--- src/rtl/psw_pkg.sv ---
package psw_pkg;

    localparam int PSW_W       = 16;
    localparam int LVL_W       = 3;
    localparam int RND_W       = 2;
    localparam int PAD_W       = PSW_W - 13;
    localparam int SWI_LOW_LIM = 128;
    localparam int SWI_LOW_W   = 7;

    // Status word, most significant field first.
    typedef struct packed {
        logic [PAD_W-1:0] pad;
        logic [LVL_W-1:0] lvl;
        logic             stk;
        logic             ien;
        logic             bank;
        logic             rsvd;
        logic [RND_W-1:0] rnd;
        logic             radix;
        logic             fof;
        logic             fuf;
        logic             ovf;
    } psw_t;

    typedef struct packed {
        logic hw_take;
        logic sw_take;
        logic clr_stk;
    } acc_t;

    typedef struct packed {
        logic upd;
        logic unf;
        logic ovf;
        logic subn;
    } fpu_evt_t;

    function automatic psw_t psw_clean(input psw_t w);
        psw_t r;
        r      = w;
        r.rsvd = 1'b0;
        r.pad  = '0;
        return r;
    endfunction

    function automatic psw_t apply_fpu(input psw_t w, input fpu_evt_t e);
        psw_t r;
        r = w;
        if (e.upd) begin
            r.fuf = e.unf | e.subn;
            r.fof = e.ovf | e.subn;
        end
        return r;
    endfunction

endpackage

--- src/rtl/psw_accept_ctrl.sv ---
module psw_accept_ctrl
    import psw_pkg::*;
#(
    parameter int VEC_W = 8
) (
    input  logic             ien,
    input  logic [LVL_W-1:0] cur_lvl,
    input  logic             irq_req,
    input  logic [LVL_W-1:0] irq_lvl,
    input  logic             swi_stb,
    input  logic [VEC_W-1:0] swi_vec,
    output acc_t             acc
);

    logic vec_low;

    generate
        if (VEC_W > SWI_LOW_W) begin : g_wide_vec
            assign vec_low = (swi_vec[VEC_W-1:SWI_LOW_W] == '0);
        end else begin : g_narrow_vec
            logic unused_vec;
            assign unused_vec = ^swi_vec;
            assign vec_low    = 1'b1;
        end
    endgenerate

    always_comb begin
        acc.hw_take = irq_req & ien & (irq_lvl > cur_lvl);
        acc.sw_take = swi_stb;
        acc.clr_stk = acc.hw_take | (swi_stb & vec_low);
    end

endmodule

--- src/rtl/psw_next_calc.sv ---
module psw_next_calc
    import psw_pkg::*;
(
    input  psw_t             cur,
    input  logic             wr_en,
    input  logic [PSW_W-1:0] wr_data,
    input  logic             alu_upd,
    input  logic             alu_ovf,
    input  fpu_evt_t         fpu,
    input  acc_t             acc,
    output psw_t             nxt
);

    psw_t base;
    psw_t flagged;

    always_comb begin
        base = wr_en ? psw_t'(wr_data) : cur;
        base = psw_clean(base);

        flagged = base;
        if (alu_upd) begin
            flagged.ovf = alu_ovf;
        end
        flagged = apply_fpu(flagged, fpu);

        nxt = flagged;
        if (acc.hw_take | acc.sw_take) begin
            nxt.ien = 1'b0;
        end
        if (acc.clr_stk) begin
            nxt.stk = 1'b0;
        end
    end

endmodule

--- src/rtl/irq_status_unit.sv ---
module irq_status_unit
    import psw_pkg::*;
#(
    parameter int VEC_W = 8
) (
    input  logic             clk,
    input  logic             rst,
    input  logic             irq_req,
    input  logic [2:0]       irq_lvl,
    input  logic             swi_stb,
    input  logic [VEC_W-1:0] swi_vec,
    input  logic             wr_en,
    input  logic [15:0]      wr_data,
    input  logic             alu_upd,
    input  logic             alu_ovf,
    input  logic             fpu_upd,
    input  logic             fpu_unf,
    input  logic             fpu_ovf,
    input  logic             fpu_subn,
    output logic [15:0]      psw_q,
    output logic             accept,
    output logic             use_user_sp,
    output logic             bank_sel
);

    psw_t     psw_r;
    psw_t     psw_n;
    acc_t     acc;
    fpu_evt_t fpu_evt;
    logic     accept_r;

    assign fpu_evt = '{upd: fpu_upd, unf: fpu_unf, ovf: fpu_ovf, subn: fpu_subn};

    psw_accept_ctrl #(.VEC_W(VEC_W)) u_accept (
        .ien     (psw_r.ien),
        .cur_lvl (psw_r.lvl),
        .irq_req (irq_req),
        .irq_lvl (irq_lvl),
        .swi_stb (swi_stb),
        .swi_vec (swi_vec),
        .acc     (acc)
    );

    psw_next_calc u_next (
        .cur     (psw_r),
        .wr_en   (wr_en),
        .wr_data (wr_data),
        .alu_upd (alu_upd),
        .alu_ovf (alu_ovf),
        .fpu     (fpu_evt),
        .acc     (acc),
        .nxt     (psw_n)
    );

    always_ff @(posedge clk) begin
        if (rst) begin
            psw_r    <= '0;
            accept_r <= 1'b0;
        end else begin
            psw_r    <= psw_n;
            accept_r <= acc.hw_take | acc.sw_take;
        end
    end

    assign psw_q       = psw_r;
    assign accept      = accept_r;
    assign use_user_sp = psw_r.stk;
    assign bank_sel    = psw_r.bank;

endmodule

--- config.mk ---
export PLATFORM = sky130hd
export DESIGN_NAME = irq_status_unit
export DESIGN_NICKNAME = d
export VERILOG_FILES = /design/src/rtl/psw_pkg.sv /design/src/rtl/psw_accept_ctrl.sv /design/src/rtl/psw_next_calc.sv /design/src/rtl/irq_status_unit.sv
export SDC_FILE = /design/constraint.sdc
export NUM_CORES = 1
export LEC_CHECK = 0
export BUFFER_PORTS_ARGS = -buffer_cell sky130_fd_sc_hd__buf_2
export CAP_MARGIN = 40
export CORE_MARGIN = 2
export CORE_UTILIZATION = 39
export DETAILED_ROUTE_END_ITERATION = 12
export PLACE_DENSITY = 0.86
export SKIP_LAST_GASP = 1
export SYNTH_ARGS = -nofsm -noshare
export SYNTH_HDL_FRONTEND = slang
export SYNTH_SLANG_ARGS = --single-unit
--- constraint.sdc ---
create_clock -name clk -period 2.1 [get_ports clk]
set_clock_uncertainty 0.05 [all_clocks]
set_input_delay 0.315 -clock clk [delete_from_list [all_inputs] [get_ports clk]]
set_output_delay 0.315 -clock clk [all_outputs]
set_load 0.01 [all_outputs]
Word-level counts from Yosys, hierarchy flattened
Index checks and enable logic that the tools add are counted.
{"block": "op_classes", "addsub": 0, "n_mul": 0, "n_div": 0, "order_cmp": 1, "n_eq_ne": 0, "shifts": 0, "mux": 3, "bitwise": 8, "n_reduce_logical": 4}
{"operator": "$or 1x1->1", "n": 4}
{"operator": "$reduce_bool 2->1", "n": 2}
{"operator": "$reduce_or 2->1", "n": 2}
{"operator": "$and 1x1->1", "n": 3}
{"operator": "$gt 3x3->1", "n": 1}
{"operator": "$mux 3", "n": 1}
{"operator": "$mux 2", "n": 1}
{"operator": "$mux 1", "n": 1}
{"operator": "$not 1->1", "n": 1}
{"block": "word_totals", "regBits": 13, "latch_bits": 0, "ram_bits": 0, "mem_bits_ro": 0, "output_inout_bits": 19, "elab_cells": 26, "memories": 0}

Longest topological paths before layout
Gate-level depths: netlist of the first run.
{"block": "depth", "depth_word": 4, "ltp_mapped": 5, "mapped_depth_nobuf": 5}

Modules after synthesis
Synthesis of the first run repeated with hierarchy kept, for this count alone.
{"block": "hier_totals", "cells_unflattened": 77, "hier_area_um2": 829.5}
{"module": "irq_status_unit", "instances": 1, "cells_per_inst": 37, "area_per_inst_um2": 483.0, "seq_area_each_um2": 340.3}
{"module": "psw_next_calc", "instances": 1, "cells_per_inst": 26, "area_per_inst_um2": 224.0, "seq_area_each_um2": 0.0}
{"module": "psw_accept_ctrl", "instances": 1, "cells_per_inst": 14, "area_per_inst_um2": 122.6, "seq_area_each_um2": 0.0}

Worst setup path before layout of the first run
OpenSTA, ideal clock, no wires.
{"block": "synth_path", "path_kind": "reg2reg", "from": "reg psw_r, in the netlist psw_q[12]", "to": "reg psw_r, in the netlist psw_q[8]", "setup_time_ns": 0.103, "t_arrival_ns": 1.267, "setup_slack_ns": 0.680, "path_stages_with_launch": 6, "path_buffers": 0, "synth_period_minus_slack_ns": 1.420, "path_cell_list": "dfxtp_1 > inv_1 > ha_1 > a21oi_1 > o21ai_1 > a2111oi_2"}
{"block": "synth_between", "elab_chain_len": 4}
{"element": "from (decl)", "line_no": "irq_status_unit.sv:26", "source": "psw_t psw_r;"}
{"element": "from (signal assigned)", "line_no": "irq_status_unit.sv:60", "source": "psw_r <= psw_n;"}
{"element": "$gt 3x3->1", "line_no": "psw_accept_ctrl.sv:28", "source": "acc.hw_take = irq_req & ien & (irq_lvl > cur_lvl);"}
{"element": "$and 1x1->1", "line_no": "psw_accept_ctrl.sv:28"}
{"element": "$or 1x1->1", "line_no": "psw_next_calc.sv:28", "source": "if (acc.hw_take | acc.sw_take) begin"}
{"element": "$reduce_or 2->1 (no source line)"}
No other way between the ends.
A chain may end at the register's enable or synchronous reset.

Final worst setup path of the first run
Same ends and word-level chain as after synthesis.

==> summary.txt, run 1 <==
Vias in the first global route -> 519
Multi-input logic area -> 324 sq um
Cell Area, Synth -> 656 sq um
Final Power -> 0.528 mW
Yosys cell types -> 22
FF/Latch Area -> 260 sq um
CTS Buffer Depth -> 2
Post-Synth Adder-Cell Area -> 5.73%
Syn_area_per_cell -> 9.50 sq um
Register area share after synthesis -> 39.7%
Placed cells -> 120
Post-CTS setup buffers -> 0
Post-route clock period utilization -> 70.8%
H-tree levels -> 1
Io pins -> 57
Clk Latency, worst-skew pair -> 0.26 ns
Initial antenna violation count -> 0
Final Core Density -> 55.2%
CP max stage delay -> 0.36 ns
R2R Path Start -> psw_q[12]
Total GRT Usage -> 13.9%
Switch Pwr -> 0.139 mW
Fmax -> 673 MHz
Remaining global-route overflow -> 0
Req. time, crit path -> 2.22 ns
Cts bufs inserted -> 3
Slowest CP cell -> a2111oi_2
Fin. max-slew vios -> 0
Worst setup SP type -> register
Critical path class -> register to register
Hold path cells -> 2
DPL Wire Length -> 1110 um
Share of cells above drive strength 1 -> 44.4%
Fin crit period -> 1.49 ns
Most common cell after layout, fill and taps aside -> buf_2
Final hold vios -> 0
Switching Fraction -> 26.3%
First-pass DRT Iterations -> 1
Core area -> 0.00154 sq mm
Post-CTS sizing -> 0
ANT nets after route -> 0
Post-Synthesis Cells -> 69
Comb power frac -> 20.5%
Vias -> 598
Largest family of logic cells by synthesized area -> multiplexers
Hold WC Path Type -> input pin to register
DR WL/cell -> 10.6 um
RSZ-0062 raised after global routing -> no
Final nets -> 150
Filler cells -> 152
Status -> finished, final reports clean
Cells on worst reg2reg path -> 5
Die extent in y -> 45 um
Die Wd -> 45 um
CP startpoint -> psw_q[12]
Die footprint -> 0.00203 sq mm
CTS Root Cell -> clkbuf_4
I/O Buffers -> 41
Hold Startpoint -> swi_stb
Worst path cell trace -> inv_1, ha_1, a21oi_1, o21ai_1, a2111oi_2
Synthesis Warnings -> 0
Sum Neg Setup Slack -> 0 ns
Area grow syn2layout -> 29.8%
Finished Layout Cells -> 124
Pleak -> 0.465 nW
Sequential cell fraction of total power -> 51.1%
CTS tree -> yes
CTS Sinks -> 13
Drt drc -> 0
Initial Util -> 42.5%
Max-cap violation count -> 0
Synthesis-stage register bit count -> 13
Internal -> 0.389 mW
Via-to-Cell Ratio -> 4.82
Power density relative to cell area -> 621 mW/mm^2
Mux share of post-synthesis cell area -> 15.5%
Worst-path clk slew -> 0.08 ns
Commonest non-fill, non-tap cells in the layout -> buf_2 (41), dfxtp_1 (13), nor2_1 (11)
First-pass GRT wire length -> 2070 um
Clock share of power -> 28.4%
Crit path max fanout -> 3
Total wire length -> 1310 um
Starting DRT DRC Count -> 0
ANT cells -> 0
Hold buffer count at CTS -> 0
Xor/xnor share of the synthesized area -> 0%
Row Count -> 14
Simple-Gate Fraction of Synth Area -> 13.9%
Crit. End Element -> register
VDD IR max -> 346 uV
Largest net degree at the start of global routing -> 16
Final setup vio count -> 0
WP data arrival -> 1.60 ns
Complex-gate fraction of the synthesized area -> 12.0%
Final Wtd Congestion -> 0.672
==> cell usage after synthesis <==
cell type   n  area share, %
buf_4       7            8.0
buf_6       1            1.7
nor2b_1     1           0.95
inv_1       4            2.3
and2b_2     2            2.7
o21ai_1     1           0.76
or2b_1      1            1.1
clkbuf_1    1           0.57
dfxtp_1    13             40
a2111oi_2   1            2.3
nand2b_1    1           0.95
a32o_1      1            1.5
mux2i_1     9             14
a21oi_1     2            1.5
nand2_1     2            1.1
a211oi_1    4            4.6
o2111ai_1   1            1.3
conb_1      1           0.57
ha_1        3            5.7
nand3_1     1           0.76
nor2_1     11            6.3
mux2_2      1            1.7
==> per-layer routing <==
metal | part of all wire (%) | GRT usage [%] | up-vias
met5 | 0 | 0 | -
met1 | 42 | 17.9 | 268
met3 | 7.6 | 2.40 | 0
met4 | 0 | 5.29 | 0
met2 | 50 | 23.1 | 26
li1 | - | - | 304
==> registers in the layout, summed over array words and instances, names as in the netlist <==
register,flops
psw_q,10
accept,1
bank_sel,1
use_user_sp,1
==> layout make-up <==
type / count / share of cell area, %
inverter: 4 / 1.76
sequential: 13 / 30.6
multi-input combinational: 46 / 38.1
timing repair buffer: 41 / 24.1
clock buffer: 4 / 3.09
tap: 16 / 2.35
==> cell families after synthesis <==
kind of cell,after synthesis
simple gates,19
buf+inv,13
flops,13
compound gates,10
mux,10
fa+ha+maj,3
other cells,1
==> final timing paths <==
kind,endpoint,slack (ns)
setup / recovery,psw_q[8],0.61
hold reg to reg,psw_q[3],0.46
hold / removal,psw_q[8],0.19
setup reg to reg,psw_q[8],0.61
==> critical path, delay by kind of cell, from the launching register on <==
family | cells | cell delay [ns]
buffers and inverters | 1 | 0.05
AO/OA/AOI/OAI | 3 | 0.63
flip-flops | 1 | 0.35
adder cells (fa/ha/maj) | 1 | 0.31
==> through the flow <==
step                hold slack (ns)  setup WS, ns  cell area, sq um
global route                  0.178         0.478               851
detailed placement            0.436         0.560               825
finish                        0.190         0.613               851
global placement              0.419         0.624               825
CTS                           0.185         0.590               851
floorplan                     0.334         0.680               667
==> power groups by stage <==
stage	Combinational (mW)	Sequential (mW)	Clock, mW
after global routing	0.121	0.272	0.169
after floorplan	0.0619	0.282	0
after global placement	0.106	0.275	0
after detailed placement	0.110	0.276	0
final	0.108	0.270	0.150
after CTS	0.110	0.270	0.156
Power figures use the tool's default switching activity.
==> run 2, diff against run 1 <==
Settings changed: ABC_AREA set to 1, CORE_UTILIZATION 39 to 36, PLACE_DENSITY 0.86 to 0.81.
Clock period 2.1 ns to 1.4 ns, I/O delays scaled along.
==> run 2 against run 1 <==
Final area increased by 2.2%. Maximum frequency is 21% higher. Critical path type unchanged. Combinational power rose by 53%. Core utilization decreased by 4.8 points.
==> summary.txt, run 2 <==
Number of synthesized flops with an enable pin -> 0 (unchanged)
Gr busiest metal -> met2
Register area share after synthesis -> 39.5% (-0.23 points)
Final hold vios -> 0 (unchanged)
Pleak -> 0.520 nW (+12%)
CTS tree -> yes
Cell Area, Synth -> 659 sq um (+0.57%)
Most common cell after layout, fill and taps aside -> buf_2
VDD IR max -> 528 uV (+52%)
CP max stage delay -> 0.33 ns (-0.03 ns)
Met2 usage -> 24.7% (+1.5 points)
Most used cell, CP -> nand2_1
First-pass DRT Iterations -> 4 (+3)
Hold WC Path Type -> input pin to register
Crit path max-delay family -> flip-flops
Synthesis-stage register bit count -> 13 (unchanged)
Area grow syn2layout -> 31.9%
Final Wtd Congestion -> 0.685 (+1.9%)
Worst-path clk slew -> 0.07 ns (about the same)
Die footprint -> 0.00219 sq mm (+8.1%)
ANT nets after route -> 0 (unchanged)
Die extent in y -> 46.8 um (+4.0%)
Switch Pwr -> 0.208 mW (+50%)
Sum Neg Setup Slack -> 0 ns (unchanged)
Primary FF master, synth -> dfxtp_1
Met3 usage -> 2.31% (-0.092 points)
H-tree levels -> 1 (unchanged)
DR WL/cell -> 9.21 um (-13%)
CTS Root Cell -> clkbuf_4
Fmax -> 815 MHz (+21%)
Final Power -> 0.788 mW (+49%)
Post-Synthesis Cells -> 93 (+35%)
Fin crit period -> 1.23 ns (-0.260 ns)
Post-CTS setup buffers -> 0 (unchanged)
Status -> finished, final reports clean
Final nets -> 175 (+17%)
Clk Latency, worst-skew pair -> 0.27 ns (about the same)
Buf+Inv Stages, Crit Path -> 1 (unchanged)
Ys async rst share -> 0% (unchanged)
Worst setup SP type -> register
Slowest CP cell -> dfxtp_1
Yosys cell types -> 14 (-36%)
Design Area, Final -> 870 sq um (+2.2%)
Max-cap violation count -> 0 (unchanged)
Fin. max-slew vios -> 0 (unchanged)
Remaining global-route overflow -> 0 (unchanged)
RSZ-0062 raised after global routing -> no
Initial Util -> 38.2% (-4.3 points)
Largest net degree at the start of global routing -> 13 (-3)
Cts bufs inserted -> 3 (unchanged)
Total GRT Usage -> 13.3% (-0.61 points)
Vias in the first global route -> 550 (+6.0%)
Starting DRT DRC Count -> 11 (+11)
Clock share of power -> 27.5% (-0.9 points)
Placed cell areas -> 843 sq um (+2.3%)
Worst path cell trace -> inv_1, ha_1, a21oi_1, nand2_1, nand2_1, nand2_1, nor2_1
Commonest non-fill, non-tap cells in the layout -> buf_2 (41), inv_1 (15), nor2_1 (15)
CTS Sinks -> 13 (unchanged)
Area contributors post-synth -> dfxtp_1 (39%), buf_4 (9.1%), inv_1 (8.5%), nor2_1 (8.5%), o21ai_0 (7.6%)
I/O Buffers -> 41 (unchanged)
Core area -> 0.00173 sq mm (+12%)
Drt drc -> 0 (unchanged)
Vias -> 680 (+14%)
Synth area leader -> dfxtp_1
Syn_area_per_cell -> 7.09 sq um (-25%)
First-pass GRT wire length -> 2090 um (+0.97%)
Internal -> 0.580 mW (+49%)
DPL Wire Length -> 1190 um (+6.5%)
Comb power frac -> 20.9% (+0.4 points)
WP data arrival -> 1.38 ns (-0.22 ns)
Crit path max fanout -> 3 (unchanged)
Final setup vio count -> 0 (unchanged)
Synthesis Warnings -> 0 (unchanged)
Via-to-Cell Ratio -> 4.30 (-11%)
Power density relative to cell area -> 906 mW/mm^2 (+46%)
Critical path class -> register to register
Hold buffer count at CTS -> 0 (unchanged)
Post-route clock period utilization -> 87.6% (+17 points)
Row Count -> 15 (+1)
Commonest cells post-synth -> inv_1 (15), nor2_1 (15), dfxtp_1 (13)
Die Wd -> 46.8 um (+4.0%)
Final Core Density -> 50.4% (-4.8 points)
Switching Fraction -> 26.4% (+0.071 points)
Io pins -> 57 (unchanged)
Req. time, crit path -> 1.56 ns (-0.66 ns)
CTS Buffer Depth -> 2 (unchanged)
Sequential cell fraction of total power -> 51.6% (+0.5 points)
Largest register FFs -> 10 (unchanged)
Post-CTS sizing -> 0 (unchanged)
Synth top area share -> 39.5% (-0.23 points)
Total wire length -> 1460 um (+11%)
Initial antenna violation count -> 0 (unchanged)
Crit. End Element -> register
Final Worst Setup Slack -> 0.173 ns (-0.440 ns)
Worst slack, placed -> 0.170 ns (-0.390 ns)
Share of cells above drive strength 1 -> 34.6% (-9.9 points)
ANT cells -> 0 (unchanged)
Met1 Usage GRT -> 15.1% (-2.8 points)
run 2: kinds of logic (layout without fill, tap and decap cells):
kind of cell,count (synthesis),count (layout),share of synthesized area [%]
adder cells (fa/ha/maj),3,3,5.69
flip-flops,13,13,39.5
buffers and inverters,24,61,19.4
AO/OA/AOI/OAI,17,17,13.3
AND/OR/NAND/NOR,35,35,21.6
other,1,4,0.569
run 2: power groups by stage:
stage / logic (mW) / registers [mW] / clock network, mW
final: 0.165 / 0.407 / 0.217
after global routing: 0.187 / 0.409 / 0.245
after CTS: 0.167 / 0.407 / 0.231
after detailed placement: 0.166 / 0.415 / 0
after global placement: 0.160 / 0.414 / 0
after floorplan: 0.0919 / 0.426 / 0
run 2: final cells by class:
class | count | area [sq um]
clock buffers | 4 | 26.3
fillers | 185 | 857
inverters | 15 | 56.3
multi-input cells | 59 | 283
flip-flops and latches | 13 | 260
well taps | 25 | 31.3
repair buffers | 42 | 213
run 2: worst paths after layout:
kind,start,to,slack (ns),cells after the start
worst max-delay path,psw_q[12],psw_q[8],0.17,7
worst min-delay path,rst,accept,0.1,2
worst max register to register,psw_q[12],psw_q[8],0.17,7
worst min register to register,psw_q[11],psw_q[11],0.43,2
run 2: per-stage QoR:
step | instances | hold WS [ns]
6_report | 158 | 0.0982
5_1_grt | 158 | 0.0781
3_5_place_dp | 154 | 0.378
4_1_cts | 158 | 0.0849
3_3_place_gp | 154 | 0.366
2_1_floorplan | 96 | 0.229
run 2: routing by layer:
metal / vias to the layer above / routed length, um
met5: - / 0
met4: 0 / 0
met3: 0 / 46
met2: 17 / 791
met1: 303 / 616
li1: 360 / -
run 2: worst register-to-register path, cell delays in order (launching register included):
cell,delay [ns]
dfxtp_1,0.33
inv_1,0.06
ha_1,0.31
a21oi_1,0.14
nand2_1,0.06
nand2_1,0.09
nand2_1,0.05
nor2_1,0.08
